==> config.mk <==
export PLATFORM = sky130hd
export DESIGN_NAME = wm_weight_mapper
export DESIGN_NICKNAME = d
export VERILOG_FILES = /design/src/rtl/wm_pkg.sv /design/src/rtl/wm_line_table.sv /design/src/rtl/wm_policy_sel.sv /design/src/rtl/wm_addr_gen.sv /design/src/rtl/wm_weight_mapper.sv
export SDC_FILE = /design/constraint.sdc
export NUM_CORES = 1
export LEC_CHECK = 0
export ABC_CLOCK_PERIOD_IN_PS = 12260
export BUFFER_PORTS_ARGS = -buffer_cell sky130_fd_sc_hd__buf_2
export CAP_MARGIN = 25
export CORE_ASPECT_RATIO = 2
export CORE_MARGIN = 1
export CORE_UTILIZATION = 55
export CTS_CLUSTER_DIAMETER = 200
export DETAILED_ROUTE_END_ITERATION = 10
export MAX_ROUTING_LAYER = met4
export PLACE_DENSITY = 0.8
export SLEW_MARGIN = 10
export SYNTH_ARGS = -nofsm -noshare
export SYNTH_HDL_FRONTEND = slang
export SYNTH_HIERARCHICAL = 1
export SYNTH_SLANG_ARGS = --single-unit
==> constraint.sdc <==
create_clock -name clk -period 12.26 [get_ports clk]
set_clock_uncertainty 0.1 [all_clocks]
set_input_delay 2.452 -clock clk [delete_from_list [all_inputs] [get_ports clk]]
set_output_delay 2.452 -clock clk [all_outputs]
set_load 0.01 [all_outputs]
==> src/rtl/wm_pkg.sv <==
package wm_pkg;

    typedef enum logic [1:0] {
        ST_IDLE  = 2'd0,
        ST_RUN   = 2'd1,
        ST_FAULT = 2'd2
    } wm_state_e;

    typedef struct packed {
        logic row_red;
        logic col_red;
        logic swap;
    } wm_policy_t;

endpackage

==> src/rtl/wm_line_table.sv <==
module wm_line_table #(
    parameter int N  = 8,
    parameter int CW = 4,
    parameter int IW = 3
) (
    input  logic                    clk,
    input  logic                    rst_n,
    input  logic                    load,
    input  logic [N-1:0]            mask_in,
    output logic [N-1:0]            mask_q,
    output logic [CW-1:0]           bad_q,
    output logic [CW-1:0]           good_q,
    output logic [N-1:0][IW-1:0]    lut_q
);

    logic [N-1:0][IW-1:0] lut_n;
    logic [CW-1:0]        rank;

    // Priority scan: the k-th clear bit from position 0 becomes entry k.
    always_comb begin
        lut_n = '0;
        rank  = '0;
        for (int p = 0; p < N; p++) begin
            if (!mask_in[p]) begin
                lut_n[rank[IW-1:0]] = IW'(p);
                rank = rank + CW'(1);
            end
        end
    end

    always_ff @(posedge clk) begin
        if (!rst_n) begin
            mask_q <= '0;
            bad_q  <= '0;
            good_q <= CW'(N);
            for (int p = 0; p < N; p++) begin
                lut_q[p] <= IW'(p);
            end
        end else if (load) begin
            mask_q <= mask_in;
            bad_q  <= CW'(N) - rank;
            good_q <= rank;
            lut_q  <= lut_n;
        end
    end

    generate
        for (genvar e = 0; e < N; e++) begin : g_chk
            a_r4_lut_healthy: assert property (@(posedge clk) disable iff (!rst_n)
                (good_q > CW'(e)) |-> !mask_q[lut_q[e]]);
        end
    endgenerate

endmodule

==> src/rtl/wm_policy_sel.sv <==
module wm_policy_sel
    import wm_pkg::*;
#(
    parameter int N  = 8,
    parameter int CW = 4
) (
    input  logic [CW-1:0] row_bad,
    input  logic [CW-1:0] col_bad,
    input  logic [CW-1:0] thr,
    output wm_policy_t    pol,
    output logic          all_bad
);

    always_comb begin
        pol.row_red = (row_bad > thr);
        pol.col_red = (col_bad > thr);
        // Column faults are steered onto the input side when both counts are low.
        pol.swap    = (col_bad != '0) && !pol.row_red && !pol.col_red;
        all_bad     = (row_bad == CW'(N)) || (col_bad == CW'(N));
    end

endmodule

==> src/rtl/wm_addr_gen.sv <==
module wm_addr_gen
    import wm_pkg::*;
#(
    parameter int N  = 8,
    parameter int CW = 4,
    parameter int IW = 3,
    parameter int XW = 8
) (
    input  wm_policy_t              pol,
    input  logic [XW-1:0]           idx_i,
    input  logic [XW-1:0]           idx_j,
    input  logic [N-1:0][IW-1:0]    row_lut,
    input  logic [N-1:0][IW-1:0]    col_lut,
    input  logic [CW-1:0]           row_good,
    input  logic [CW-1:0]           col_good,
    input  logic [N-1:0]            row_mask,
    input  logic [N-1:0]            col_mask,
    output logic [IW-1:0]           x,
    output logic [IW-1:0]           y,
    output logic                    skip
);

    logic [XW-1:0] a_idx, b_idx;
    logic [XW-1:0] row_div, col_div;
    logic [XW-1:0] a_red, b_red;

    always_comb begin
        a_idx   = pol.swap ? idx_j : idx_i;
        b_idx   = pol.swap ? idx_i : idx_j;
        row_div = (row_good == '0) ? XW'(1) : XW'(row_good);
        col_div = (col_good == '0) ? XW'(1) : XW'(col_good);
        a_red   = a_idx % row_div;
        b_red   = b_idx % col_div;
        x       = pol.row_red ? row_lut[a_red[IW-1:0]] : IW'(a_idx % XW'(N));
        y       = pol.col_red ? col_lut[b_red[IW-1:0]] : IW'(b_idx % XW'(N));
        skip    = row_mask[x] | col_mask[y];
    end

endmodule

==> src/rtl/wm_weight_mapper.sv <==
module wm_weight_mapper
    import wm_pkg::*;
#(
    parameter int N     = 8,
    parameter int IDX_W = 8,
    localparam int CW   = $clog2(N + 1),
    localparam int IW   = (N > 1) ? $clog2(N) : 1,
    localparam int TW   = 2 * IDX_W
) (
    input  logic             clk,
    input  logic             rst_n,
    input  logic             load,
    input  logic [N-1:0]     row_fault,
    input  logic [N-1:0]     col_fault,
    input  logic [CW-1:0]    threshold,
    input  logic             start,
    input  logic [IDX_W-1:0] dim_i,
    input  logic [IDX_W-1:0] dim_j,
    input  logic             in_valid,
    input  logic [IDX_W-1:0] in_i,
    input  logic [IDX_W-1:0] in_j,
    output logic             busy,
    output logic             err,
    output logic             out_valid,
    output logic [IW-1:0]    out_x,
    output logic [IW-1:0]    out_y,
    output logic             out_skip,
    output logic             out_transpose
);

    wm_state_e            state, state_n;
    wm_policy_t           pol_q, pol_c;
    logic                 all_bad;
    logic [CW-1:0]        thr_q;
    logic [TW-1:0]        total_q, issued_q;
    logic                 tab_load, take_start, take_wt, last_wt;

    logic [N-1:0]          row_mask_q, col_mask_q;
    logic [CW-1:0]         row_bad, col_bad, row_good, col_good;
    logic [N-1:0][IW-1:0]  row_lut, col_lut;
    logic [IW-1:0]         x_c, y_c;
    logic                  skip_c;

    assign tab_load   = load && (state != ST_RUN);
    assign take_start = start && !load && (state == ST_IDLE);
    assign take_wt    = in_valid && (state == ST_RUN);
    assign last_wt    = take_wt && (issued_q == total_q - TW'(1));

    wm_line_table #(.N(N), .CW(CW), .IW(IW)) i_rows (
        .clk(clk), .rst_n(rst_n), .load(tab_load), .mask_in(row_fault),
        .mask_q(row_mask_q), .bad_q(row_bad), .good_q(row_good), .lut_q(row_lut)
    );

    wm_line_table #(.N(N), .CW(CW), .IW(IW)) i_cols (
        .clk(clk), .rst_n(rst_n), .load(tab_load), .mask_in(col_fault),
        .mask_q(col_mask_q), .bad_q(col_bad), .good_q(col_good), .lut_q(col_lut)
    );

    wm_policy_sel #(.N(N), .CW(CW)) i_pol (
        .row_bad(row_bad), .col_bad(col_bad), .thr(thr_q),
        .pol(pol_c), .all_bad(all_bad)
    );

    wm_addr_gen #(.N(N), .CW(CW), .IW(IW), .XW(IDX_W)) i_addr (
        .pol(pol_q), .idx_i(in_i), .idx_j(in_j),
        .row_lut(row_lut), .col_lut(col_lut),
        .row_good(row_good), .col_good(col_good),
        .row_mask(row_mask_q), .col_mask(col_mask_q),
        .x(x_c), .y(y_c), .skip(skip_c)
    );

    // Next-state logic
    always_comb begin
        state_n = state;
        unique case (state)
            ST_IDLE: begin
                if (take_start) begin
                    state_n = all_bad ? ST_FAULT : ST_RUN;
                end
            end
            ST_RUN: begin
                if (last_wt) begin
                    state_n = ST_IDLE;
                end
            end
            ST_FAULT: begin
                if (load) begin
                    state_n = ST_IDLE;
                end
            end
            default: state_n = ST_IDLE;
        endcase
    end

    // State register
    always_ff @(posedge clk) begin
        if (!rst_n) begin
            state <= ST_IDLE;
        end else begin
            state <= state_n;
        end
    end

    // Configuration and job registers
    always_ff @(posedge clk) begin
        if (!rst_n) begin
            thr_q    <= '0;
            pol_q    <= '0;
            total_q  <= '0;
            issued_q <= '0;
        end else begin
            if (tab_load) begin
                thr_q <= threshold;
            end
            if (take_start) begin
                pol_q    <= pol_c;
                total_q  <= TW'(dim_i) * TW'(dim_j);
                issued_q <= '0;
            end else if (take_wt) begin
                issued_q <= issued_q + TW'(1);
            end
        end
    end

    // Output process
    always_ff @(posedge clk) begin
        if (!rst_n) begin
            out_valid     <= 1'b0;
            out_x         <= '0;
            out_y         <= '0;
            out_skip      <= 1'b0;
            out_transpose <= 1'b0;
        end else begin
            out_valid <= take_wt;
            if (take_wt) begin
                out_x         <= x_c;
                out_y         <= y_c;
                out_skip      <= skip_c;
                out_transpose <= pol_q.swap;
            end
        end
    end

    assign busy = (state == ST_RUN);
    assign err  = (state == ST_FAULT);

    a_r9_one_cycle: assert property (@(posedge clk) disable iff (!rst_n)
        out_valid |-> $past(in_valid && (state == ST_RUN)));

    a_r8_fault_silent: assert property (@(posedge clk) disable iff (!rst_n)
        (state == ST_FAULT) |=> !out_valid);

    a_r10_policy_hold: assert property (@(posedge clk) disable iff (!rst_n)
        ((state == ST_RUN) && ($past(state) == ST_RUN)) |-> $stable(pol_q));

    a_r4_row_avoid: assert property (@(posedge clk) disable iff (!rst_n)
        (out_valid && pol_q.row_red) |-> !row_mask_q[out_x]);

    a_r5_col_avoid: assert property (@(posedge clk) disable iff (!rst_n)
        (out_valid && pol_q.col_red) |-> !col_mask_q[out_y]);

    a_r11_no_idle_out: assert property (@(posedge clk) disable iff (!rst_n)
        ((state != ST_RUN) && !out_valid) |=> !out_valid);

endmodule

# Word level (Yosys, flattened, before mapping)
# Index checks and enable logic that the tools add are counted.
[classes]
mux = 77
order_cmp = 34
n_div = 2
n_addsub = 18
mul = 1
bitwise_logic = 34
eq_ne = 9
n_reduce_logical = 31
[op_table]
columns = ["operator", "count"]
rows = [
  ["24-bit two-way mux", 12],
  ["3-bit demux with 3-bit select", 14],
  ["16-bit bitwise OR", 6],
  ["16-bit bitwise AND", 4],
  ["3-bit by 4-bit < comparator with 1-bit output, second input constant", 16],
  ["4-bit two-way mux", 16],
  ["16-bit NOT", 4],
  ["3-bit two-way mux", 18],
  ["4-bit by 1-bit adder with 4-bit output, second input constant", 12],
  ["8-bit bitwise AND", 6],
  ["8-bit NOT", 6],
  ["24-bit bitwise OR", 2],
  ["22-bit two-way mux", 2],
  ["3-bit by 1-bit greater-or-equal comparator with 1-bit output, second input constant", 12],
  ["1-bit logical AND", 21],
  ["3-bit binary-select mux with 3-bit select", 2],
  ["16-bit by 1-bit adder with 16-bit output, second input constant", 1],
  ["16-bit == test", 1],
  ["8-bit by 8-bit modulo with 8-bit output", 2],
  ["8-bit by 8-bit multiplier with 16-bit output", 1],
  ["8-bit two-way mux", 2],
  ["7-bit by 8-bit bitwise OR with 8-bit output", 2],
  ["8-bit bitwise OR", 2],
  ["16-bit by 1-bit subtractor with 16-bit output, second input constant", 1],
  ["23 further kinds", 41],
]
[word_totals]
out_inout_bits = 11
regBits = 130
inputBits = 57
wordCells = 240

# Depth between registers and ports, before layout
[depth]
ltp_word = 20
ltp_mapped = 62

# Hierarchy
# The synthesis kept the hierarchy.
[by_module_without_submodules]
columns = ["mod", "cells_per_inst", "area_per_inst_um2", "instances"]
rows = [
  ["wm_weight_mapper", 565, 4629.4, 1],
  ["wm_addr_gen", 547, 4147.7, 1],
  ["wm_line_table at i_rows", 367, 2826.5, 1],
  ["wm_line_table at i_cols", 314, 2606.2, 1],
  ["wm_policy_sel", 30, 251.5, 1],
]

# Least setup slack after synthesis
# Ideal clock, no wire load.
[synth_timing]
kind = "input -> register"
startpoint = "input port in_j[7]"
endpoint = "register out_skip"
arrival_ps = 12717
setup_time_ps = 122
required_time_ps = 12038
slack_ps = -679
stages = 55
cell_sequence = "mux2i_1 -> nor2_1 -> ha_1 -> or2_2 -> a31oi_1 -> or2_2 -> ha_1 -> o21ai_0 -> a21oi_1 -> a211o_1 -> o21a_1 -> ha_1 -> o21a_1 -> o21a_1 -> a21oi_1 -> mux2_2 -> ha_1 -> o21ai_0 -> [... 19 more ...] -> mux2_4 -> inv_2 -> ha_1 -> nand2_1 -> nand2_1 -> a21oi_1 -> nor2b_1 -> nor3_1 -> nand2_4 -> mux2i_4 -> mux2_2 -> o22a_1 -> and3_1 -> a2bb2oi_1 -> nor3b_2 -> o2111ai_1 -> nand2_1 -> a21boi_0"
[synth_between]
elab_chain_len = 8
word_cells_on_any_way = 15
classes_between = "div (2); mux (12); bitwise (1)"
[synth_lines]
columns = ["item", "line_no", "rtl"]
rows = [
  ["start, declared", "wm_weight_mapper.sv:21", "input logic [IDX_W-1:0] in_j,"],
  ["8-bit two-way mux (on tied branches)", "wm_addr_gen.sv:28, wm_addr_gen.sv:29", ""],
  ["8-bit by 8-bit modulo with 8-bit output (on tied branches)", "wm_addr_gen.sv:32, wm_addr_gen.sv:33", ""],
  ["3-bit binary-select mux with 3-bit select (on tied branches)", "wm_addr_gen.sv:34, wm_addr_gen.sv:35", ""],
  ["3-bit two-way mux (on tied branches) (2 in a row)", "wm_addr_gen.sv:34, wm_addr_gen.sv:35", ""],
  ["1-bit binary-select mux with 3-bit select", "wm_addr_gen.sv:36", "skip = row_mask[x] | col_mask[y];"],
  ["1-bit two-way mux (implied by the code)", "wm_addr_gen.sv:36", ""],
  ["1-bit bitwise OR (*)", "wm_addr_gen.sv:36", ""],
  ["named net skip_c", "wm_weight_mapper.sv:42", "logic skip_c;"],
  ["end signal, assigned", "wm_weight_mapper.sv:138", "out_skip <= skip_c;"],
  ["end, declared", "wm_weight_mapper.sv:27", "output logic out_skip,"],
]
# Mark *: on every way through the listed nets, which the timed path passes. The rest lies on a longest branch. The select of a mux whose other input is x is not followed.
# A chain may end at the register's enable or synchronous reset.

# Worst setup path in the final report
[layout_timing]
startpoint = "input port in_i[7]"
endpoint = "register out_skip"
[layout_between]
elab_chain_len = 8
word_cells_on_any_way = 15
classes_between = "div (2); mux (12); bitwise (1)"
[layout_lines]
columns = ["item", "line_no", "rtl"]
rows = [
  ["start, declared", "wm_weight_mapper.sv:20", "input logic [IDX_W-1:0] in_i,"],
  ["8-bit two-way mux", "wm_addr_gen.sv:29", "b_idx = pol.swap ? idx_i : idx_j;"],
  ["8-bit by 8-bit modulo with 8-bit output", "wm_addr_gen.sv:33", "b_red = b_idx % col_div;"],
  ["3-bit binary-select mux with 3-bit select", "wm_addr_gen.sv:35", "y = pol.col_red ? col_lut[b_red[IW-1:0]] : IW'(b_idx % XW'(N));"],
  ["3-bit two-way mux (implied by the code)", "wm_addr_gen.sv:35", ""],
  ["3-bit two-way mux", "wm_addr_gen.sv:35", ""],
  ["named net y_c[1]", "wm_weight_mapper.sv:41", "logic [IW-1:0] x_c, y_c;"],
  ["1-bit binary-select mux with 3-bit select", "wm_addr_gen.sv:36", ""],
  ["1-bit two-way mux (implied by the code)", "wm_addr_gen.sv:36", ""],
  ["1-bit bitwise OR", "wm_addr_gen.sv:36", ""],
  ["named net skip_c", "wm_weight_mapper.sv:42", ""],
]
# The timed path passes the listed nets, and every way through them passes these cells. The select of a mux whose other input is x is not followed.

==> qor.yml <==
outcome:
  status: "complete, but fails checks"
  violations: "setup timing"
final_layout:
  fin_nets: 2228
  drive_gt1_share_pct: 22.85
  num_antenna_cells: 0
  stdcell_area_mm2: 0.01748
  syn2layout_area_growth_pct: 20.90
  fin_util_pct: 67.89
place:
  port_buffers: 67
  placedInstanceArea_mm2: 0.01607
  hpwl_um: 34430
  gp_congestion: 1.040
floorplanning:
  core_mm2: 0.02575
  initial_core_util_pct: 56.15
  fp.dieH_um: 231.3
  rows: 83
  die_area_mm2: 0.02699
  fp.dieW_um: 116.7
  io_pins: 68
timing:
  rsz0062_at_grt: "true"
  final_max_slew_viol_count: 0
  tns_ns: -1.044
  finalCritPeriodShare_pct: 104.0
  worst_pin_slew_ns: 1.062
  finalHoldViolations: 0
  layout_setup_ws_ns: -0.4886
  slew_headroom_pct: 28.68
  finalSetupViolations: 4
  fmax_mhz: 78.44
  min_period_ns: 12.75
synth:
  yosysWarnings: 6
  synthDistinctLibCells: 120
  syn_area_per_cell_um2: 7.933
  ys_ff_latch: 128
  synthesis.nets: 2029
  synth_edf_count: 0
  synth_area_mm2: 0.01446
  yosysSeqAreaShare_pct: 17.72
  async_flop_share_pct: 0
  postSynthCellCount: 1823
  ys.flop_type: "dfxtp_1"
routing:
  dr.pass1.iters: 8
  vias: 14680
  ant_nets: 0
  drt_iter0_drc: 945
  totalWireLength_um: 45680
  viasPerCell: 6.182
  wl_per_cell_um: 19.23
  drc_errors: 0
worst_setup_path:
  cp_top_family: "compound AO/OA/AOI/OAI gates"
  cp-end-kind: "flip-flop"
  slowest_delay_ns: 0.55
  worstPathRequired_ns: 12.53
  r2r-end: "out_skip"
  cp.arrival_ns: 13.02
  start_kind: "input pin"
  reg2reg_from: "pol_q[0]"
  crit_buf_inv: 7
  cp_slowest_cell: "or4b_4"
  cp.depth: 62
  path_max_fanout: 5
  cp_common_cell: "ha_4"
  r2r_setup_slack_ns: 0.74
  ff2ff_path_depth: 62
  critPathKind: "input pin to flip-flop"
global_route:
  overflow: 0
  grt_usage_pct: 34.98
  grt_pass1_wl_um: 71100
  antenna_found_initial: 0
  grt_max_degree: 77
  first_global_vias: 14710
clock_network:
  cts_num_sinks: 128
  htreeDepth: 4
  cts_tree: "done"
  cts.path.max_buffers: 2
  path_clk_slew_ns: 0.06
  cts-buffers-inserted: 17
  clkLatencyLatePin_ns: 0.43
  cts-root-buf: "clkbuf_16"
min_path:
  hold_class: "flip-flop to flip-flop"
  holdPathEnd: "out_x[0]"
  hp-start: "out_x[0]"
  hold_depth: 2
job:
  max-cap-violations: 0
## flip-flops by register name, summed over array words and instances (netlist names), 2 cells and up
signal	flops
i_rows/lut_q	24
i_cols/good_q	3
i_rows/mask_q	8
out_x	3
thr_q	4
i_cols/mask_q	8
i_cols/bad_q	4
i_cols/lut_q	24
i_rows/good_q	3
state	2
total_q	16
issued_q	16
i_rows/bad_q	4
out_y	3
pol_q	3
## what timing repair did
action                                  in CTS  in global routing
resized for setup                           43                 59
setup buffers                               27                 16
hold buffers                                 0                  0
pin swaps                                   45                 44
endpoints found under the setup margin       4                  7
## worst min-delay path, delay by kind of cell (launching register included)
| family | cells | cell delay, ns |
|---|---|---|
| DFF | 1 | 0.31 |
| AOI/OAI and AO/OA | 1 | 0.05 |
| and+or+nand+nor | 1 | 0.05 |
## how the worst max path moves through the flow
| stage | startpoint | slack, ns | endpoint |
|---|---|---|---|
| global route | in_i[7] | -1.21 | out_skip |
| floorplan | in_i[7] | -0.13 | out_skip |
| finish | in_i[7] | -0.49 | out_skip |
| detailed placement | in_i[7] | -1.40 | out_skip |
| global placement | in_i[7] | -1.12 | out_skip |
| CTS | in_i[7] | -0.33 | out_skip |
## per-stage QoR
stage	setup WS (ns)	hold WS [ns]	std cells
floorplan	-0.1266	0.3299	1823
global placement	-1.118	0.3531	2301
CTS	-0.3328	0.3638	2360
detailed placement	-1.402	0.3551	2301
global route	-1.210	0.3838	2375
finish	-0.4886	0.3555	2375
## synthesized netlist by cell type (all sizes together), types with 15 or more instances
cell type / number / area [um2]
nor2: 157 / 591.8
ha: 109 / 1364
nor2b: 46 / 302.8
nand3: 50 / 255.3
mux2i: 85 / 890.8
a21boi: 25 / 187.7
nor3: 38 / 222.7
and2: 69 / 434.2
fa: 40 / 800.8
a31oi: 27 / 175.2
dfxtp: 128 / 2562
mux2: 16 / 195.2
a21o: 17 / 135.1
buf: 27 / 173.9
a21oi: 94 / 508.0
xnor2: 48 / 461.7
a211oi: 17 / 127.6
or3: 20 / 135.1
inv: 127 / 476.7
xor2: 37 / 342.8
o21ai: 112 / 571.8
nand2b: 21 / 131.4
clkbuf: 45 / 168.9
or2: 15 / 96.34
nand2: 192 / 733.2
o211ai: 18 / 140.1
## placed cells by master (no fill, tap or decap), drive strengths merged, types with 17 or more instances in the layout
cell / synthesis / layout
buf: 27 / 252
nand2: 192 / 192
nor2: 157 / 157
inv: 127 / 131
dfxtp: 128 / 128
o21ai: 112 / 112
ha: 109 / 109
a21oi: 94 / 94
mux2i: 85 / 85
and2: 69 / 69
nand3: 50 / 50
xnor2: 48 / 48
nor2b: 46 / 46
fa: 40 / 40
nor3: 38 / 38
xor2: 37 / 37
a31oi: 27 / 27
a21boi: 25 / 25
nand2b: 21 / 21
or3: 20 / 20
o211ai: 18 / 18
clkbuf: 45 / 18
a211oi: 17 / 17
a21o: 17 / 17
## cell type report
cell class	instances	area, um2
Clock inverter	14	180.2
Timing Repair Buffer	252	1767
Tap cell	340	425.4
Sequential cell	128	2562
Clock buffer	18	429.2
Inverter	129	488.0
Fill cell	2058	8270
Multi-Input combinational cell	1494	11630
## logic make-up after synthesis
logic type | Yosys count | synth area share [%]
simple gates | 694 | 24.55
compound gates | 454 | 22.22
buf+inv | 201 | 5.719
fa+ha+maj | 149 | 14.97
flops | 128 | 17.72
mux | 101 | 7.510
xor+xnor | 96 | 7.311
## layer usage
layer  part of all wire, %  vias up  GRT usage (%)
met5                     0        -              -
met3                   4.5      246          5.884
li1                      -     6915              -
met1                    34     6989          30.98
met2                    55      533          64.00
met4                   7.4        0          26.58
Power is left out: the tool's default activity adds up to more than one toggle a clock period on the data nets, which glitch-free logic cannot reach.
